$ cat src/rtl/ppio_ctrl.sv
module ppio_ctrl (
  input  logic       clk,
  input  logic       rst_n,
  input  logic [2:0] sel,
  input  logic       rd_n,
  input  logic       wr_n,
  input  logic [7:0] din,
  output logic [7:0] dout,
  input  logic       timer_stat,
  input  logic [7:0] pa_in,
  output logic [7:0] pa_out,
  output logic       pa_oe,
  input  logic [7:0] pb_in,
  output logic [7:0] pb_out,
  output logic       pb_oe,
  input  logic [5:0] pc_in,
  output logic [5:0] pc_out,
  output logic [5:0] pc_oe
);

  logic [5:0] ctrl;
  logic [5:0] pc_reg;
  logic [7:0] preg [2];
  logic [7:0] lat  [2];
  logic [1:0] bf, intr, stb_q, fall;

  wire       dir_a = ctrl[0];
  wire       dir_b = ctrl[1];
  wire [1:0] pcm   = ctrl[3:2];
  wire       ie_b  = ctrl[4];
  wire       ie_a  = ctrl[5];
  wire       hs_a  = (pcm == 2'b01) || (pcm == 2'b10);
  wire       hs_b  = (pcm == 2'b10);

  wire [1:0][7:0] p_in  = {pb_in, pa_in};
  wire [1:0]      p_dir = {dir_b, dir_a};
  wire [1:0]      p_hs  = {hs_b, hs_a};
  wire [1:0]      p_ie  = {ie_b, ie_a};
  wire [1:0]      p_stb = {pc_in[5], pc_in[2]};
  wire [1:0]      p_wr  = {!wr_n && sel == 3'd2, !wr_n && sel == 3'd1};
  wire [1:0]      p_rd  = {!rd_n && sel == 3'd2, !rd_n && sel == 3'd1};

  assign fall = p_hs & stb_q & ~p_stb;

  always_ff @(posedge clk or negedge rst_n) begin
    if (!rst_n) begin
      ctrl   <= '0;
      pc_reg <= '0;
    end else begin
      if (!wr_n && sel == 3'd0) ctrl   <= din[5:0];
      if (!wr_n && sel == 3'd3) pc_reg <= din[5:0];
    end
  end

  always_ff @(posedge clk or negedge rst_n) begin
    if (!rst_n) begin
      stb_q <= 2'b11;
      bf    <= '0;
      intr  <= '0;
      for (int g = 0; g < 2; g++) begin
        preg[g] <= '0;
        lat[g]  <= '0;
      end
    end else begin
      stb_q <= p_stb;
      for (int g = 0; g < 2; g++) begin
        if (p_wr[g]) preg[g] <= din;
        if (p_hs[g] && !p_dir[g]) begin
          if (p_rd[g]) begin
            bf[g]   <= 1'b0;
            intr[g] <= 1'b0;
          end
          if (fall[g]) begin
            lat[g] <= p_in[g];
            bf[g]  <= 1'b1;
            if (p_ie[g]) intr[g] <= 1'b1;
          end
        end else if (p_hs[g] && p_dir[g]) begin
          if (fall[g]) begin
            bf[g] <= 1'b0;
            if (p_ie[g]) intr[g] <= 1'b1;
          end
          if (p_wr[g]) begin
            bf[g]   <= 1'b1;
            intr[g] <= 1'b0;
          end
        end
      end
    end
  end

  assign pa_out = preg[0];
  assign pb_out = preg[1];
  assign pa_oe  = dir_a;
  assign pb_oe  = dir_b;

  always_comb begin
    case (pcm)
      2'b00:   begin pc_oe = 6'h00; pc_out = 6'h00; end
      2'b11:   begin pc_oe = 6'h3F; pc_out = pc_reg; end
      2'b01:   begin pc_oe = 6'h3B; pc_out = {pc_reg[5:3], 1'b0, bf[0], intr[0]}; end
      default: begin pc_oe = 6'h1B; pc_out = {1'b0, bf[1], intr[1], 1'b0, bf[0], intr[0]}; end
    endcase
  end

  wire [7:0] rd_a  = dir_a ? preg[0] : (hs_a ? lat[0] : pa_in);
  wire [7:0] rd_b  = dir_b ? preg[1] : (hs_b ? lat[1] : pb_in);
  wire [5:0] rd_c  = (pc_oe & pc_out) | (~pc_oe & pc_in);
  wire [7:0] stat  = {1'b0, timer_stat, ie_b, bf[1], intr[1], ie_a, bf[0], intr[0]};

  always_comb begin
    dout = 8'h00;
    if (!rd_n) begin
      case (sel)
        3'd0:    dout = stat;
        3'd1:    dout = rd_a;
        3'd2:    dout = rd_b;
        3'd3:    dout = {2'b00, rd_c};
        default: dout = 8'h00;
      endcase
    end
  end

  AST_DIR_FOLLOWS_CTRL: assert property (@(posedge clk) disable iff (!rst_n)
    (!wr_n && sel == 3'd0) |=> (pa_oe == $past(din[0]) && pb_oe == $past(din[1])));

  AST_BF_ON_STROBE: assert property (@(posedge clk) disable iff (!rst_n)
    (hs_a && !dir_a && fall[0] && wr_n) |=> pc_out[1]);

  AST_INTR_NEEDS_IE: assert property (@(posedge clk) disable iff (!rst_n)
    $rose(intr[0]) |-> $past(ie_a));

  AST_READ_CLEARS: assert property (@(posedge clk) disable iff (!rst_n)
    (!rd_n && sel == 3'd1 && hs_a && !dir_a && !fall[0] && wr_n) |=> (!bf[0] && !intr[0]));

  AST_IGNORED_SEL: assert property (@(posedge clk) disable iff (!rst_n)
    (!wr_n && sel[2]) |=> ($stable(ctrl) && $stable(pa_out) && $stable(pb_out)));

  AST_STATUS_TOP: assert property (@(posedge clk) disable iff (!rst_n)
    (!rd_n && sel == 3'd0) |-> !dout[7]);

  AST_PORTB_ONLY_ALT4: assert property (@(posedge clk) disable iff (!rst_n)
    (pcm != 2'b10) |=> $stable(bf[1]));

endmodule

$ cat config.mk
export PLATFORM = sky130hd
export DESIGN_NAME = ppio_ctrl
export DESIGN_NICKNAME = d
export VERILOG_FILES = /design/src/rtl/ppio_ctrl.sv
export SDC_FILE = /design/constraint.sdc
export NUM_CORES = 1
export LEC_CHECK = 0
export ABC_AREA = 1
export BUFFER_PORTS_ARGS = -buffer_cell sky130_fd_sc_hd__buf_2
export CORE_MARGIN = 8
export CORE_UTILIZATION = 53
export DETAILED_ROUTE_END_ITERATION = 7
export GPL_ROUTABILITY_DRIVEN = 0
export PLACE_DENSITY = 0.92
export SETUP_SLACK_MARGIN = 0.5
export SYNTH_ARGS = -nofsm -noshare
export SYNTH_HDL_FRONTEND = slang
export SYNTH_SLANG_ARGS = --single-unit
$ cat constraint.sdc
create_clock -name clk -period 2.2 [get_ports clk]
set_input_delay 0.44 -clock clk [delete_from_list [all_inputs] [get_ports clk]]
set_output_delay 0.44 -clock clk [all_outputs]
set_load 0.01 [all_outputs]
* Yosys cells after proc, flatten, opt, wreduce, memory -nomap -nowiden
Index checks and enable logic that the tools add are counted.
** Word-level totals
- Register bits :: 50
** Cells by class
- Eq/ne operators :: 8
- Multiplexer cells :: 36
- Bitwise gates (word level) :: 7
- Reduce and logical (&&, ||, !) cells :: 29
** Operators by type and width (number)
- 2-to-1 mux 8 bit :: 5
- one-hot mux 6 bit (3 select lines) :: 2
- one-hot mux 8 bit (4 select lines) :: 1
- 2-to-1 mux 1 bit :: 28
- bitwise AND 6 bit :: 2
- AND reduction 3 bit :: 4
- nonzero test 3 bit :: 4
- logical AND 1 bit :: 10
- equality test 3 x 2 -> 1 bit, second input constant :: 2
- != test 3 bit, second input constant :: 2
- inverter 6 bit :: 1
- OR 6 bit :: 1
- bitwise AND 2 bit :: 2
- equality test 2 bit, second input constant :: 2
- zero test 1 bit :: 4
- AND reduction 2 bit :: 2
- nonzero test 2 bit :: 2
- equality test 3 x 1 -> 1 bit, second input constant :: 1
- zero test 3 bit :: 1
- equality test 2 x 1 -> 1 bit, second input constant :: 1
- zero test 2 bit :: 1
- inverter 2 bit :: 1
- logical OR 1 bit :: 1

* Depth between registers and ports, before layout
- Depth after elaboration :: 8
- Gate-level depth with buffers :: 10
- Gate-level depth less buffers :: 10

* Worst setup path before layout
OpenSTA, ideal clock, no wires.
- Path kind :: register to output
- Start :: reg ctrl[2]
- End :: out dout[7]
- Data arrival time :: 1.474 ns
- Required time :: 1.760 ns
- Path slack :: 0.286 ns
- Stages on the path, launching flop included :: 8
- Path buffers :: 2
- Path through :: dfrtp_1 > inv_1 > ha_1 > buf_4 > buf_2 > o21ai_0 > o21ai_0 > a21oi_1
** On the way
- Word-level cells in the longest chain between the ends :: 6
- Elaborated cells on any way between the ends :: 9
- Classes of those cells :: 2 x eq/ne; 6 x mux; 1 x reduce/logical
** RTL lines
- start, declared :: RTL line 21 : logic [5:0] ctrl;
- start signal, assigned :: RTL line 50 : if (!wr_n && sel == 3'd0) ctrl <= din[5:0];
- equality test 2 x 1 -> 1 bit / equality test 2 bit (equally long branches) :: RTL line 32, 33
- logical OR 1 bit :: RTL line 32 : wire hs_a = (pcm == 2'b01) || (pcm == 2'b10);
- 2-to-1 mux 8 bit (2 in series) :: RTL line 106 : wire [7:0] rd_a = dir_a ? preg[0] : (hs_a ? lat[0] : pa_in);
- one-hot mux 8 bit (4 select lines) * :: RTL line 114 : case (sel)
- 2-to-1 mux 8 bit * :: RTL line 113 : if (!rd_n) begin
- end, declared :: RTL line 8 : output logic [7:0] dout,
Every way passes the cells marked *; elsewhere a longest branch is shown, timed or not.

* Worst setup path after layout
- Start :: reg ctrl[2]
- End :: out dout[0]
** On the way
- Word-level cells in the longest chain between the ends :: 7
- Elaborated cells on any way between the ends :: 17
- Classes of those cells :: 3 x eq/ne; 8 x mux; 4 x bitwise; 2 x reduce/logical
** RTL lines
- equality test 2 x 1 -> 1 bit, or another cell as far along :: RTL line 32, 98
- one-hot mux 6 bit (3 select lines) :: RTL line 98 : case (pcm)
- inverter 6 bit :: RTL line 108 : wire [5:0] rd_c = (pc_oe & pc_out) | (~pc_oe & pc_in);
- bitwise AND 6 bit :: RTL line 108
- OR 6 bit :: RTL line 108
- one-hot mux 8 bit (4 select lines) * :: RTL line 114
- 2-to-1 mux 8 bit * :: RTL line 113
Marks and branches as above.

==> flow_summary.rst <==
.. list-table::
   :header-rows: 1

   * - Metric
     - Value
   * - Count of pins on the block boundary
     - 76
   * - WL per Instance
     - 19.4 µm
   * - Part of the total power dissipated in combinational logic
     - 44.9%
   * - Chain of cells forming the critical path
     - inv_2 -> ha_4 -> buf_6 -> o21ai_2 -> o21ai_1 -> nand2_1 -> nor2_2 -> nor2_2 -> buf_2
   * - Synthesis-to-finish area growth
     - 32.8%
   * - Area after detailed placement
     - 3370 µm²
   * - CTS tree
     - built
   * - DRT antenna net count
     - 0
   * - Class of the worst hold path
     - input pin to async pin
   * - Mean post-synth cell area
     - 7.36 µm²
   * - Tmin final
     - 2.43 ns
   * - Clock Tree Root
     - clkbuf_8
   * - Area of the mapped netlist
     - 2950 µm²
   * - Number of flip-flops in the largest register
     - 16
   * - Count of H-tree levels built during CTS
     - 2
   * - Max Slew Vio Count
     - 0
   * - Static leakage
     - 2.15 nW
   * - Fmax
     - 0.411 GHz
   * - Buffers & Inverters on Critical Path
     - 3
   * - Worst ir drop on vdd
     - 637 µV
   * - Final std cells w/o fill
     - 564
   * - Family with the most delay on the worst path
     - buffers and inverters
   * - Worst Clk Skew
     - 0.00617 ns
   * - Number of hold-repair buffers added at the cts stage
     - 0
   * - Combinational family with the most area after synthesis
     - simple AND/OR/NAND/NOR gates
   * - Core Region
     - 5440 µm²
   * - Placed Instances
     - 536
   * - Global-route track usage on met2
     - 37.6%
   * - Syn Nets
     - 444
   * - Area share of and/or/nand/nor cells after synthesis
     - 32.1%
   * - Type of the setup path with the least slack
     - flop to output port
   * - Actual slew at the worst max-slew pin
     - 0.639 ns
   * - PD cells
     - 920 nW/µm²
   * - Final worst-path setup slack
     - -0.233 ns
   * - Yosys Warn Count
     - 0
   * - Setup repair after global routing missed its margin
     - yes
   * - Arr. time, crit path
     - 1.99 ns
   * - DRT Pass-1 Iters
     - 8
   * - All-layer global routing usage
     - 21.8%
   * - Number of standard-cell rows in the floorplan
     - 27
   * - Required time of the worst setup path
     - 1.76 ns
   * - Total clock buffers created by CTS
     - 5
   * - Clock tree buffer depth
     - 2
   * - Post-route cell area
     - 3920 µm²
   * - Number of standard cells after synthesis
     - 401
   * - Most frequent standard cell in the layout excluding fill and tap cells
     - nand2_1
   * - Arithmetic-cell share of the synthesized area counting full adders, half adders and majority gates
     - 2.12%
   * - Result of the run
     - complete, but fails checks
   * - Worst Path Max Fanout
     - 8
   * - Synth Area in Compound Gates
     - 10.6%
   * - Height of the chip
     - 90.6 µm
   * - Final Hold Fails
     - 0
   * - Library cell contributing the largest single delay on the critical path
     - dfrtp_1
   * - Sw Ratio
     - 41.4%
   * - Most used cell along the critical path
     - nor2_2
   * - Crit path capture type
     - output port
   * - Die Area
     - 8220 µm²
   * - Sum of net half-perimeters after detailed placement
     - 6.25 mm
   * - Vias after detailed routing
     - 3378
   * - Via count of the first global-routing pass
     - 3041
   * - Routed wire length
     - 10.9 mm
   * - Vias per Instance
     - 5.99
   * - Sinks on the clock net
     - 50
   * - Met1 Resource Use GR
     - 24.1%
   * - Violations in the final reports
     - DRC, setup timing
   * - Wire length of the first global-routing pass
     - 14.6 mm
   * - Pin count of the biggest net entering global routing
     - 51
   * - Xor/xnor share of the synthesized area
     - 0%
   * - Max Cap Viol
     - 0
   * - DRC Markers
     - 3
   * - Synth unique cells
     - 26
   * - Final count of negative-setup-slack endpoints
     - 9
   * - Worst relative slew slack
     - 57.4%
   * - Setup slack at placement
     - 0.0149 ns
   * - Multiplexer fraction of the synthesized cell area
     - 3.56%
   * - Clock share of power
     - 15.1%
   * - Flip-flop and latch count after synthesis
     - 50
   * - Effective utilization at floorplan
     - 54.3%
   * - Number of antenna diodes
     - 0
   * - Clock insertion delay at the later pin of the skew report
     - 0.32 ns
   * - Switching power summed over all nets
     - 0.00149 W
   * - Layer with the highest usage after global routing
     - met2
   * - Most used cells in the layout excluding fill and tap cells
     - nand2_1, buf_2, dfrtp_1
   * - Fraction of the cycle the final worst path needs
     - 111%
   * - Worst hold-check slack
     - 0.226 ns
   * - Net total in the final layout
     - 534
   * - Register share of total power
     - 40.1%
   * - GR Overflow Total
     - 0
   * - Count of routing violations after the opening detailed-route iteration
     - 601
   * - Width of the die
     - 90.6 µm
   * - CTS clock-pin slew for the worst setup and hold paths
     - 0.09 ns
   * - Ratio of cells with drive above 1 in the final layout
     - 40.4%
   * - CP startpoint kind
     - flop
   * - Buffers on Ports
     - 75
   * - Sequential area share after synthesis
     - 42.5%
   * - Met3 GRT Util
     - 6.32%
   * - Sum of negative setup slack
     - -1.54 ns
   * - Total internal power
     - 0.00211 W
   * - Most flops, register
     - lat
   * - Delay of the slowest critical-path stage
     - 0.43 ns
   * - Initial antenna violation count
     - 0
==> cell families after synthesis <==
| group | count (synthesis) |
|---|---|
| adders and majority gates | 5 |
| muxes | 8 |
| buffers and inverters | 58 |
| AOI/OAI and AO/OA | 58 |
| and+or+nand+nor | 222 |
| DFF | 50 |
==> final timing paths <==
check                           startpoint   endpoint  slack, ns  depth (start not counted)
worst max-delay path               ctrl[2]    dout[0]      -0.23                          9
worst min-delay path                 rst_n  pa_out[3]       0.23                          2
worst max register to register     ctrl[2]    lat[10]       0.35                          7
worst min register to register   pc_reg[3]  pc_reg[3]       0.50                          2
max in group asynchronous            rst_n    ctrl[3]       1.52                          2
min in group clk                  pc_in[2]   stb_q[0]       0.26                          1
==> cell usage after synthesis (all sizes together) <==
cell type  count  area [µm²]
dfrtp         48        1200
ha             5        62.6
nor2          54         220
clkbuf         1        3.75
dfstp          2        52.6
a21oi          3        15.0
nor3           1        16.3
nand2        131         509
buf           15         109
nand3         31         170
o21ai         55         298
mux2           8         105
clkinv         3        12.5
inv           39         146
nand4          5        31.3
==> final cells by class <==
| class | count | area [µm²] |
|---|---|---|
| fill | 352 | 1520 |
| tap | 72 | 90.1 |
| clock buffer | 6 | 72.6 |
| clock inverter | 2 | 15.0 |
| timing repair buffer | 98 | 633 |
| sequential | 50 | 1250 |
| inverter | 42 | 179 |
| multi-input combinational | 294 | 1680 |
==> power groups by stage <==
stage / sequential, W / combinational, W / clock [W]
after global placement: 0.00139 / 0.00110 / 0
final: 0.00144 / 0.00162 / 0.000544
after CTS: 0.00139 / 0.00127 / 0.000542
after global routing: 0.00146 / 0.00173 / 0.000606
after floorplan: 0.00138 / 0.000797 / 0
after detailed placement: 0.00139 / 0.00114 / 0
==> metrics by stage <==
stage	total power [W]	util, %
after floorplan	0.00218	-
after global placement	0.00248	62.0
after detailed placement	0.00253	62.0
after CTS	0.00320	66.3
after global routing	0.00380	72.1
final	0.00361	72.1
==> repair_timing <==
action / 4_1_cts / 5_1_grt
buffers inserted: 11 / 7
cloned: 1 / 1
gates resized for setup: 21 / 74
pin swaps: 15 / 34
endpoints found under the setup margin: 35 / 32
==> routing by layer <==
layer  part of all wire, %  up-vias  routed length, µm
met5                     0        -                  0
met4                   8.1        0                882
met3                    12      113               1300
met2                    46      306               5060
met1                    34     1505               3690
li1                      -     1454                  -
Note: power is estimated with default switching activity, not from simulation.
